### config.mk
export PLATFORM = sky130hd
export DESIGN_NAME = codec_serial_port
export DESIGN_NICKNAME = d
export VERILOG_FILES = /design/src/rtl/csp_pkg.sv /design/src/rtl/csp_clkgen.sv /design/src/rtl/csp_ctrl.sv /design/src/rtl/csp_datapath.sv /design/src/rtl/codec_serial_port.sv
export SDC_FILE = /design/constraint.sdc
export NUM_CORES = 1
export LEC_CHECK = 0
export CAP_MARGIN = 20
export CORE_ASPECT_RATIO = 1.4
export CORE_MARGIN = 2
export CORE_UTILIZATION = 55
export CTS_CLUSTER_DIAMETER = 40
export DETAILED_ROUTE_END_ITERATION = 10
export PLACE_DENSITY = 0.83
export SYNTH_ARGS = -nofsm -noshare
export SYNTH_HDL_FRONTEND = slang
export SYNTH_SLANG_ARGS = --single-unit
### constraint.sdc
create_clock -name mclk -period 3.8 [get_ports mclk]
set_input_delay 0.38 -clock mclk [delete_from_list [all_inputs] [get_ports mclk]]
set_output_delay 0.38 -clock mclk [all_outputs]
set_load 0.01 [all_outputs]
### src/rtl/csp_pkg.sv
package csp_pkg;
  // strobes from control to datapath, at most one shift strobe per cycle
  typedef struct packed {
    logic loadTx;
    logic shiftTx;
    logic shiftRx;
    logic rxDone;
  } ctlStb_t;
endpackage

### src/rtl/csp_clkgen.sv
module csp_clkgen #(
  parameter int CLK_DIV = 4
) (
  input  logic clk,
  input  logic rstN,
  input  logic pdN,
  input  logic masterSel,
  input  logic sclkIn,
  output logic sclkOut,
  output logic riseStb,
  output logic fallStb
);
  localparam int CNT_W = (CLK_DIV > 2) ? $clog2(CLK_DIV) : 1;
  localparam int HALF  = CLK_DIV / 2;

  logic [CNT_W-1:0] divCnt;
  logic sclkInQ;
  logic mRise, mFall, sRise, sFall;

  always_ff @(posedge clk or negedge rstN) begin
    if (!rstN) begin
      divCnt <= '0;
    end else if (pdN && masterSel) begin
      if (divCnt == CNT_W'(CLK_DIV - 1)) divCnt <= '0;
      else divCnt <= divCnt + 1'b1;
    end
  end

  always_ff @(posedge clk or negedge rstN) begin
    if (!rstN) sclkInQ <= 1'b0;
    else sclkInQ <= sclkIn;
  end

  assign mRise = (divCnt == CNT_W'(HALF - 1));
  assign mFall = (divCnt == CNT_W'(CLK_DIV - 1));
  assign sRise = sclkIn & ~sclkInQ;
  assign sFall = ~sclkIn & sclkInQ;

  assign riseStb = pdN & (masterSel ? mRise : sRise);
  assign fallStb = pdN & (masterSel ? mFall : sFall);

  always_ff @(posedge clk or negedge rstN) begin
    if (!rstN) sclkOut <= 1'b0;
    else if (!masterSel) sclkOut <= 1'b0;
    else if (riseStb) sclkOut <= 1'b1;
    else if (fallStb) sclkOut <= 1'b0;
  end

  assert_strobe_excl_R1: assert property (@(posedge clk) disable iff (!rstN)
    !(riseStb && fallStb));
  assert_sclk_rise_R1: assert property (@(posedge clk) disable iff (!rstN)
    (riseStb && masterSel) |=> sclkOut);
  assert_pd_sclk_R9: assert property (@(posedge clk) disable iff (!rstN)
    !pdN |=> $stable(sclkOut));
endmodule

### src/rtl/csp_ctrl.sv
module csp_ctrl
  import csp_pkg::*;
#(
  parameter int WORD_W    = 16,
  parameter int FRAME_LEN = 256,
  parameter int DLY_W     = 8
) (
  input  logic             clk,
  input  logic             rstN,
  input  logic             pdN,
  input  logic             masterSel,
  input  logic             riseStb,
  input  logic             fallStb,
  input  logic             fsIn,
  input  logic             dlyWe,
  input  logic [DLY_W-1:0] dlyWd,
  output logic             fsOut,
  output logic             fsDlyN,
  output ctlStb_t          stb
);
  localparam int FRM_W = $clog2(FRAME_LEN);
  localparam int BIT_W = $clog2(WORD_W);

  logic [FRM_W-1:0] frameCnt;
  logic [BIT_W-1:0] rxCnt;
  logic [BIT_W-1:0] widthCnt;
  logic [DLY_W-1:0] dlyReg;
  logic [DLY_W-1:0] curDly;
  logic [DLY_W-1:0] pendCnt;
  logic             dlyPend;
  logic             fsAtRise;
  logic             active;
  logic             startFrame;

  assign startFrame = riseStb &
    (masterSel ? (frameCnt == '0) : (!fsIn && fsAtRise));

  always_comb begin
    stb         = '0;
    stb.loadTx  = startFrame;
    stb.shiftTx = riseStb & active & ~startFrame;
    stb.shiftRx = fallStb & active;
    stb.rxDone  = fallStb & active & (rxCnt == BIT_W'(WORD_W - 1));
  end

  // frame timing and master frame sync
  always_ff @(posedge clk or negedge rstN) begin
    if (!rstN) begin
      frameCnt <= '0;
      fsOut    <= 1'b1;
      fsAtRise <= 1'b1;
    end else if (riseStb) begin
      fsAtRise <= fsIn;
      if (masterSel) begin
        fsOut <= !(frameCnt < FRM_W'(WORD_W));
        if (frameCnt == FRM_W'(FRAME_LEN - 1)) frameCnt <= '0;
        else frameCnt <= frameCnt + 1'b1;
      end else begin
        fsOut <= 1'b1;
      end
    end
  end

  // bit counting for one transfer
  always_ff @(posedge clk or negedge rstN) begin
    if (!rstN) begin
      active <= 1'b0;
      rxCnt  <= '0;
    end else if (startFrame) begin
      active <= 1'b1;
      rxCnt  <= '0;
    end else if (stb.shiftRx) begin
      rxCnt <= rxCnt + 1'b1;
      if (stb.rxDone) active <= 1'b0;
    end
  end

  // delay value
  always_ff @(posedge clk or negedge rstN) begin
    if (!rstN) dlyReg <= '0;
    else if (dlyWe && pdN) dlyReg <= dlyWd;
  end

  // delayed frame sync
  always_ff @(posedge clk or negedge rstN) begin
    if (!rstN) begin
      fsDlyN   <= 1'b1;
      widthCnt <= '0;
      pendCnt  <= '0;
      dlyPend  <= 1'b0;
      curDly   <= '0;
    end else if (riseStb) begin
      if (!fsDlyN) begin
        if (widthCnt == '0) fsDlyN <= 1'b1;
        else widthCnt <= widthCnt - 1'b1;
      end
      if (startFrame) begin
        curDly <= dlyReg;
        if (dlyReg == '0) begin
          fsDlyN   <= 1'b0;
          widthCnt <= BIT_W'(WORD_W - 1);
          dlyPend  <= 1'b0;
        end else begin
          dlyPend <= 1'b1;
          pendCnt <= dlyReg;
        end
      end else if (dlyPend) begin
        if (pendCnt == DLY_W'(1)) begin
          fsDlyN   <= 1'b0;
          widthCnt <= BIT_W'(WORD_W - 1);
          dlyPend  <= 1'b0;
        end else begin
          pendCnt <= pendCnt - 1'b1;
        end
      end
    end
  end

  assert_dly_zero_R6: assert property (@(posedge clk) disable iff (!rstN)
    (masterSel && curDly == '0) |-> (fsDlyN == fsOut));
endmodule

### src/rtl/csp_datapath.sv
module csp_datapath
  import csp_pkg::*;
#(
  parameter int WORD_W = 16
) (
  input  logic              clk,
  input  logic              rstN,
  input  ctlStb_t           stb,
  input  logic [WORD_W-1:0] txWord,
  input  logic              sdIn,
  output logic              sdOut,
  output logic [WORD_W-1:0] rxWord,
  output logic              rxValid
);
  logic [WORD_W-1:0] txShift;
  logic [WORD_W-1:0] rxShift;
  logic [WORD_W-1:0] rxNext;

  assign rxNext = {rxShift[WORD_W-2:0], sdIn};
  assign sdOut  = txShift[WORD_W-1];

  always_ff @(posedge clk or negedge rstN) begin
    if (!rstN) txShift <= '0;
    else if (stb.loadTx) txShift <= txWord;
    else if (stb.shiftTx) txShift <= {txShift[WORD_W-2:0], 1'b0};
  end

  always_ff @(posedge clk or negedge rstN) begin
    if (!rstN) begin
      rxShift <= '0;
      rxWord  <= '0;
      rxValid <= 1'b0;
    end else begin
      rxValid <= stb.rxDone;
      if (stb.shiftRx) rxShift <= rxNext;
      if (stb.rxDone) rxWord <= rxNext;
    end
  end

  assert_rxvalid_pulse_R4: assert property (@(posedge clk) disable iff (!rstN)
    rxValid |=> !rxValid);
endmodule

### src/rtl/codec_serial_port.sv
module codec_serial_port
  import csp_pkg::*;
#(
  parameter int WORD_W    = 16,
  parameter int FRAME_LEN = 256,
  parameter int DLY_W     = 8,
  parameter int CLK_DIV   = 4
) (
  input  logic              mclk,
  input  logic              rstN,
  input  logic              pdN,
  input  logic              masterSel,
  input  logic              sclkIn,
  output logic              sclkOut,
  input  logic              fsIn,
  output logic              fsOut,
  output logic              fsDlyN,
  input  logic              sdIn,
  output logic              sdOut,
  input  logic [WORD_W-1:0] txWord,
  output logic [WORD_W-1:0] rxWord,
  output logic              rxValid,
  input  logic              dlyWe,
  input  logic [DLY_W-1:0]  dlyWd
);
  logic    riseStb;
  logic    fallStb;
  ctlStb_t stb;

  csp_clkgen #(.CLK_DIV(CLK_DIV)) u_clkgen (
    .clk(mclk), .rstN(rstN), .pdN(pdN), .masterSel(masterSel),
    .sclkIn(sclkIn), .sclkOut(sclkOut), .riseStb(riseStb), .fallStb(fallStb)
  );

  csp_ctrl #(.WORD_W(WORD_W), .FRAME_LEN(FRAME_LEN), .DLY_W(DLY_W)) u_ctrl (
    .clk(mclk), .rstN(rstN), .pdN(pdN), .masterSel(masterSel),
    .riseStb(riseStb), .fallStb(fallStb), .fsIn(fsIn),
    .dlyWe(dlyWe), .dlyWd(dlyWd),
    .fsOut(fsOut), .fsDlyN(fsDlyN), .stb(stb)
  );

  csp_datapath #(.WORD_W(WORD_W)) u_datapath (
    .clk(mclk), .rstN(rstN), .stb(stb), .txWord(txWord), .sdIn(sdIn),
    .sdOut(sdOut), .rxWord(rxWord), .rxValid(rxValid)
  );

  assert_pd_hold_R9: assert property (@(posedge mclk) disable iff (!rstN)
    !pdN |=> ($stable(rxWord) && $stable(sdOut) && $stable(fsOut) && $stable(fsDlyN)));
endmodule

==> results.ini <==
[worst_setup_path]
path_class=reg2reg
end_kind=flip-flop
start_kind=flip-flop
worstPathRequired_ps=4020
worstPathArrival_ps=2790
critPathMaxFanout=12

[power]
p_per_area_mw_per_mm2=576.0
peakVddDrop_uv=406.1
p_leak_nw=2.217
finalPower_mw=2.803

[clock_tree]
cts_tree=built
htree_levels=3
cts_root_buf=clkbuf_8
cts_buffer_depth=2
clkLatencyLatePin_ps=360
cts_hold_buf=0
numCtsBuffers=9
post_cts_resize_count=0
clkSinkCount=89
post_cts_buffers=0
path_clk_slew_ps=90

[global_route]
track_usage_pct=20.34
grt_overflow=0
antenna_found_initial=0
grt_pass1_vias=2836
grt_pass1_wl_mm=13.09
grt_max_degree=67

[yosys]
yosys.area_share.simple_pct=11.87
async_flop_share_pct=100.0
synthMuxAreaShare_pct=17.39
yosys_most_used_dff=dfrtp_1
synth-compound-area-share_pct=8.740
synth_top_family_by_area=multiplexers
syn_inst=353
yosysUniqueCellTypes=45
synth-seq-cells=89
syn_nets=393
yosysSeqAreaShare_pct=54.68
synth_area_leader_cell=dfrtp_1
netlist_top_cells_area=dfrtp_1, mux2_2, mux2i_1, nand2_1, o21ai_0
synth-edff-count=0
synth_top_area_share_pct=52.74
synth_adder_area_share_pct=2.453
synth.cell_area_mm2=0.004080
postSynthAreaPerCell_um2=11.56
synth-xor-area-share_pct=1.717
yosysWarnings=0

[route]
drt-initial-drc-count=180
highest_layer=met4
wl_mm=7.672
avgViaCountPerCell=5.498
vias=2782
wl_met1_mm=3.214
routed-wl-met3_um=211
wl_met2_mm=4.093
drc_errors=0
antenna_left=0
drt_pre_antenna_iters=4
routedWlPerCell_um=15.16

[die]
die-area_mm2=0.008133
initial_utilization_pct=56.14
ios=53
coreArea_mm2=0.007268
die_h_um=105.9
dieWidth_um=76.80
rows=37

[finish]
layout_commonest_cell=dfrtp_1
drive_gt1_share_pct=17.36
areaGrowthSynthToFinish_pct=19.29
post-route-util_pct=66.97
layout_common_cells=dfrtp_1, clkdlybuf4s50_1, nand2_1, mux2_2, mux2i_1
nets=444
n_fill_cell=583
antenna_cells=0

[place]
gp_congestion=0.7868
port_buffers=52
post-dp-hpwl_mm=5.374

[sta]
finClkSkew_ps=7.954
tightest_slew_ps=1012
setup_tns_ps=0
slew_violations=0
relSlewSlack_pct=32.07
fin_crit_sh_pct=67.82
rsz0062_at_grt=no
setup_violations=0
hold_ws_ps=85.58
period_minus_slack_ps=2577
clock.fmax_ghz=0.3880
finalHoldViolations=0

[run]
max_cap_viol_count=0

[run_status]
status=finished clean

[min_path]
min_path_type=in2async

[synthesized netlist by cell type, types with 5 or more instances]
cell type,count
ha_1,8
buf_2,10
nand3_1,11
a21oi_1,18
and3_1,5
inv_1,9
nor2_1,11
o21ai_0,23
mux2i_1,24
dfrtp_1,86
mux2_2,39
nor3b_1,6
nand2_1,42
[routing by layer]
layer / up-vias / GRT usage [%]
met3: 12 / 2.971
met1: 1375 / 24.88
met5: - / 0
li1: 1338 / -
met4: 0 / 9.351
met2: 57 / 35.46
[worst max-delay path, cell delays in order (launching register included)]
cell,delay (ps)
dfrtp_1,420
ha_1,240
and2_1,180
o21ai_1,790
nor3_1,130
o21ai_0,500
o211ai_1,170
[final cells by class]
| cell class | count | area, um^2 | share of cell area [%] |
|---|---|---|---|
| clock buffers | 9 | 123.9 | 2.545 |
| clock inverters | 7 | 77.57 | 1.594 |
| inverters | 9 | 33.78 | 0.6941 |
| multi-input cells | 238 | 1724 | 35.42 |
| flip-flops and latches | 89 | 2231 | 45.84 |
| well taps | 97 | 121.4 | 2.494 |
| repair buffers | 57 | 555.5 | 11.41 |
[state kept, by name, summed over array words and instances (netlist names), 4 cells and up]
| signal | count |
|---|---|
| u_ctrl.pendCnt | 8 |
| u_datapath.txShift | 16 |
| u_ctrl.widthCnt | 4 |
| u_ctrl.rxCnt | 4 |
| u_ctrl.frameCnt | 8 |
| u_ctrl.dlyReg | 8 |
| u_datapath.rxWord | 16 |
| u_datapath.rxShift | 15 |
[power breakdown]
group	internal, mW	switching (mW)	total [mW]	leakage (nW)
combinational	0.361	0.347	0.708	0.978
clock	0.311	0.351	0.662	0.101
sequential	1.22	0.218	1.43	1.14
total	1.89	0.916	2.80	2.22
[per-stage QoR]
stage                     area [um^2]  setup WS [ps]  instances
final                            4867           1223        506
after global routing             4867           1034        506
after detailed placement         4666          878.5        490
after CTS                        4867           1224        506
after global placement           4666          899.4        490
after floorplan                  4080           1790        353
[cells by family (layout without fill, tap and decap cells)]
| kind of cell | count (synthesis) | after routing |
|---|---|---|
| mux | 65 | 65 |
| buf+inv | 26 | 82 |
| xor+xnor | 8 | 8 |
| fa+ha+maj | 8 | 8 |
| simple gates | 95 | 95 |
| compound gates | 62 | 62 |
| flops | 89 | 89 |
[worst paths after layout]
path,from,end,slack [ps],cells after the start
setup / recovery,u_clkgen.divCnt[0],u_ctrl.widthCnt[1],1220,6
hold / removal,rstN,u_datapath.txShift[5],90,1
setup reg to reg,u_clkgen.divCnt[0],u_ctrl.widthCnt[1],1220,6
hold reg to reg,u_ctrl.fsAtRise,u_ctrl.fsAtRise,470,2
max in group asynchronous,rstN,u_ctrl.fsDlyN,2830,2
min in group mclk,u_ctrl.fsAtRise,u_ctrl.fsAtRise,470,2
Power figures use the tool's default switching activity.
